<file path="src/rtl/cou_pkg.sv">
package cou_pkg;
  localparam logic [2:0] OP_ADDC = 3'd0;
  localparam logic [2:0] OP_ADDV = 3'd1;
  localparam logic [2:0] OP_SUBC = 3'd2;
  localparam logic [2:0] OP_SUBV = 3'd3;
  localparam logic [2:0] OP_NEGC = 3'd4;

  typedef struct packed {
    logic legal;    // code 0..4
    logic sub;      // subtract path
    logic use_ovf;  // flag takes signed overflow instead of carry/borrow
    logic use_cin;  // t_in participates
    logic zero_x;   // minuend forced to zero (negate)
  } cou_ctl_t;
endpackage

</file>
<file path="src/rtl/cou_decode.sv">
module cou_decode
  import cou_pkg::*;
(
  input  logic [2:0] op,
  output cou_ctl_t   ctl
);
  always_comb begin
    ctl = '0;
    unique case (op)
      OP_ADDC: begin ctl.legal = 1'b1; ctl.use_cin = 1'b1; end
      OP_ADDV: begin ctl.legal = 1'b1; ctl.use_ovf = 1'b1; end
      OP_SUBC: begin ctl.legal = 1'b1; ctl.sub = 1'b1; ctl.use_cin = 1'b1; end
      OP_SUBV: begin ctl.legal = 1'b1; ctl.sub = 1'b1; ctl.use_ovf = 1'b1; end
      OP_NEGC: begin
        ctl.legal = 1'b1; ctl.sub = 1'b1; ctl.use_cin = 1'b1; ctl.zero_x = 1'b1;
      end
      default: ctl = '0;
    endcase
  end
endmodule

</file>
<file path="src/rtl/cou_addsub.sv">
module cou_addsub #(
  parameter int WIDTH = 32
) (
  input  logic [WIDTH-1:0] x,
  input  logic [WIDTH-1:0] y,
  input  logic             sub,
  input  logic             cin,
  output logic [WIDTH-1:0] sum,
  output logic             cout,
  output logic             ovf
);
  localparam int MSB = WIDTH - 1;
  logic [WIDTH:0] xe, ye, ce, ext;

  always_comb begin
    xe  = {1'b0, x};
    ye  = {1'b0, y};
    ce  = {{WIDTH{1'b0}}, cin};
    ext = sub ? (xe - ye - ce) : (xe + ye + ce);
    sum  = ext[MSB:0];
    cout = ext[WIDTH];  // carry for add, borrow for subtract
    if (sub) ovf = (x[MSB] != y[MSB]) && (ext[MSB] != x[MSB]);
    else     ovf = (x[MSB] == y[MSB]) && (ext[MSB] != x[MSB]);
  end
endmodule

</file>
<file path="src/rtl/cou_tflag.sv">
module cou_tflag (
  input  logic clk,
  input  logic rst_n,
  input  logic load,
  input  logic d,
  output logic q
);
  always_ff @(posedge clk or negedge rst_n) begin
    if (!rst_n)    q <= 1'b0;
    else if (load) q <= d;
  end
endmodule

</file>
<file path="src/rtl/cou_unit.sv">
module cou_unit
  import cou_pkg::*;
#(
  parameter int WIDTH = 32
) (
  input  logic             clk,
  input  logic             rst_n,
  input  logic             valid,
  input  logic [2:0]       op,
  input  logic [WIDTH-1:0] a,
  input  logic [WIDTH-1:0] b,
  input  logic             t_in,
  output logic [WIDTH-1:0] result,
  output logic             t_out
);
  cou_ctl_t         ctl;
  logic [WIDTH-1:0] x_opnd, y_opnd, sum;
  logic             cin, cout, ovf, t_next;

  cou_decode u_dec (.op(op), .ctl(ctl));

  always_comb begin
    x_opnd = ctl.zero_x ? '0 : (ctl.sub ? b : a);
    y_opnd = ctl.sub ? a : b;
    cin    = ctl.use_cin & t_in;
  end

  cou_addsub #(.WIDTH(WIDTH)) u_as (
    .x(x_opnd), .y(y_opnd), .sub(ctl.sub), .cin(cin),
    .sum(sum), .cout(cout), .ovf(ovf)
  );

  always_comb begin
    result = ctl.legal ? sum : '0;
    t_next = ctl.use_ovf ? ovf : cout;
  end

  cou_tflag u_flag (
    .clk(clk), .rst_n(rst_n), .load(valid & ctl.legal), .d(t_next), .q(t_out)
  );
endmodule

</file>
<file path="config.mk">
export PLATFORM = sky130hd
export DESIGN_NAME = cou_unit
export DESIGN_NICKNAME = d
export VERILOG_FILES = /design/src/rtl/cou_pkg.sv /design/src/rtl/cou_decode.sv /design/src/rtl/cou_addsub.sv /design/src/rtl/cou_tflag.sv /design/src/rtl/cou_unit.sv
export SDC_FILE = /design/constraint.sdc
export NUM_CORES = 1
export LEC_CHECK = 0
export ABC_AREA = 1
export BUFFER_PORTS_ARGS = -buffer_cell sky130_fd_sc_hd__buf_2
export CAP_MARGIN = 20
export CORE_MARGIN = 2
export CORE_UTILIZATION = 50
export CTS_CLUSTER_DIAMETER = 80
export DETAILED_ROUTE_END_ITERATION = 10
export GPL_TIMING_DRIVEN = 0
export PLACE_DENSITY = 0.72
export SLEW_MARGIN = 20
export SYNTH_ARGS = -nofsm -noshare
export SYNTH_HDL_FRONTEND = slang
export SYNTH_HIERARCHICAL = 1
export SYNTH_SLANG_ARGS = --single-unit
</file>
<file path="constraint.sdc">
create_clock -name clk -period 6.4 [get_ports clk]
set_input_delay 0.32 -clock clk [delete_from_list [all_inputs] [get_ports clk]]
set_output_delay 0.32 -clock clk [all_outputs]
set_load 0.02 [all_outputs]
</file>
==> flow_metrics.env <==
export IMPL_status="complete, no violations"
export IMPL_synth_top_family_by_area="simple AND/OR/NAND/NOR gates"
export IMPL_grt_pass1_wl_um=33700
export IMPL_power_density_nw_per_um2=209
export IMPL_tns_ps=0
export IMPL_critPathLaunchType="primary input"
export IMPL_diodes=0
export IMPL_max_freq_mhz=237
export IMPL_yosysSeqAreaShare=0.00384
export IMPL_synth_top_area_share=0.191
export IMPL_hold_viol_final=0
export IMPL_yosysWarnings=6
export IMPL_drive_gt1_frac=0.152
export IMPL_cts_resized=0
export IMPL_vias_per_cell=5.14
export IMPL_synth_area_um2=6520
export IMPL_seq_area_um2=25.0
export IMPL_wl_per_cell_um=14.0
export IMPL_cp_arrival_ps=3900
export IMPL_crit_required_ps=6080
export IMPL_path_class="primary input to output pin"
export IMPL_rrSetupSlack_ps=5820
export IMPL_ys_types=48
export IMPL_peakVddDrop_v=0.0000779
export IMPL_final_area_um2=7250
export IMPL_rsz0062_at_grt="false"
export IMPL_min_period_ps=4220
export IMPL_overflow=0
export IMPL_final_setup_viol_count=0
export IMPL_yosys_register_bits=1
export IMPL_dieArea_um2=14000
export IMPL_vias=7840
export IMPL_maxSlewHeadroom=0.435
export IMPL_synthAdderAreaFrac=0.191
export IMPL_synthCells=1249
export IMPL_fin_ws_ps=2180
export IMPL_multi_input_area_um2=5310
export IMPL_gp_congestion=0.962
export IMPL_endpoint_kind="output pin"
export IMPL_final_nets=1522
export IMPL_ios=104
export IMPL_crit_fanout=10
export IMPL_insertion_delay_ps=0
export IMPL_totalWireLength_um=21300
export IMPL_area_growth_pct=11.2
export IMPL_rows=41
export IMPL_synthXorXnorAreaFrac=0.0188
export IMPL_hold_buffers=0
export IMPL_top_register="u_flag/q"
export IMPL_power_leakage_nw=4.34
export IMPL_largest_reg_flops=1
export IMPL_synth_compound_area_share=0.227
export IMPL_final_common_cell="nand2_1"
export IMPL_layout_common_cells="nand2_1, inv_1, nor2_1, buf_2, ha_1"
export IMPL_dieHeight_um=118
export IMPL_initial_utilization=0.514
export IMPL_dp_hpwl_um=18500
export IMPL_ant_nets=0
export IMPL_place_area_um2=7250
export IMPL_maxSlewViolCount=0
export IMPL_die_w_um=118
export IMPL_numPortBuffers=103
export IMPL_muxShareOfSynthArea=0
export IMPL_tightestPinTransition_ps=847
export IMPL_antenna_found_initial=0
export IMPL_drt_iter0_drc=668
export IMPL_drc_errors=0
export IMPL_grt_pass1_vias=6764
export IMPL_fillers=1394
export IMPL_largest_registers="u_flag/q (1)"
export IMPL_yosys_top_cells_area="nand2_1, ha_1, inv_1"
export IMPL_design_core_area_um2=12700
export IMPL_syn_avg_cell_area_um2=5.22
export IMPL_clock_skew_ps=0
export IMPL_pre_cts_ws_ps=2210
export IMPL_grt_start_max_net_pins=11
export IMPL_cap_viol_max_count=0
export IMPL_dr_pass1_iters=5
export IMPL_yosysTopAreaCell="nand2_1"
export IMPL_synth_simple_gate_area_frac=0.378
export IMPL_grt_usage=0.292
export IMPL_clk_pin_slew_ps=0
export IMPL_post_route_period_util=0.659
export IMPL_cts_setup_buffers=0
export IMPL_hold_class="primary input to asynchronous set/reset pin"
export IMPL_syn_num_nets=1417
export IMPL_final_hold_worst_slack_ps=95.6
[final timing paths]
check	start	end	cells past startpoint
worst min-delay path	rst_n	u_flag/q	1
min in group clk	u_flag/q	u_flag/q	2
max in group asynchronous	rst_n	u_flag/q	1
worst max register to register	u_flag/q	u_flag/q	2
worst min register to register	u_flag/q	u_flag/q	2
worst max-delay path	op[0]	result[25]	24
[worst max-delay path, cell delays in order]
cell     delay [ps]
buf_2           120
nor2_2          130
nor2_2           50
nor2_1          200
buf_6           190
buf_2           220
nand2_1          60
o21ai_0         140
inv_1           110
fa_1            640
inv_1            80
ha_1            180
o21ai_0         200
nand2_1         150
a21oi_4         210
inv_2            90
nand3_1          70
nand3_1         140
a21oi_1         150
o21ai_1          80
nand2_1          90
nand2_1          50
inv_1            50
buf_2           150
[power by group]
part / internal (mW) / switching (mW) / leakage (nW)
combinational: 0.506 / 1.00 / 4.33
sequential: 0.00825 / 0.00102 / 0.0128
clock: 0 / 0 / 0
total: 0.514 / 1.00 / 4.34
[stage by stage]
| stage | utilization | total power [mW] | instances |
|---|---|---|---|
| after global routing | 0.572 | 1.69 | 1524 |
| after detailed placement | 0.572 | 1.48 | 1524 |
| after floorplan | - | 1.10 | 1249 |
| after global placement | 0.572 | 1.48 | 1524 |
| final | 0.572 | 1.52 | 1524 |
| after CTS | 0.572 | 1.49 | 1524 |
[final cells by class]
| cell class | instances | area share |
|---|---|---|
| Buffer | 28 | 0.0257 |
| Tap cell | 172 | 0.0297 |
| Multi-Input combinational cell | 955 | 0.733 |
| Inverter | 265 | 0.137 |
| Timing Repair Buffer | 103 | 0.0711 |
| Sequential cell | 1 | 0.00345 |
[routing by layer]
layer | GRT usage | wire (um) | part of all wire
met1 | 0.470 | 10800 | 0.51
met2 | 0.438 | 8520 | 0.40
met5 | 0 | 0 | 0
met3 | 0.00917 | 1670 | 0.078
met4 | 0.0264 | 240 | 0.011
[cell usage after synthesis (all sizes together)]
cell	count
nand3	52
nand3b	1
o211ai	4
o21bai	21
o21ai	109
inv	265
and2	2
o22ai	1
xor2	9
and3	1
dfrtp	1
fa	4
ha	93
nor2	169
nor3	11
a31oi	1
o21a	2
xnor2	5
buf	24
a21o	4
or2	1
o311ai	1
nor4	4
clkbuf	4
a21oi	99
nand4	2
nand2	357
a21boi	2
[cells by family (layout without fill, tap and decap cells)]
kind of cell / Yosys count / after routing
and+or+nand+nor: 600 / 600
DFF: 1 / 1
buffers and inverters: 293 / 396
xor gates and xnor gates: 14 / 14
adders and majority gates: 97 / 97
AOI/OAI and AO/OA: 244 / 244
(Power assumes the default switching activity.)
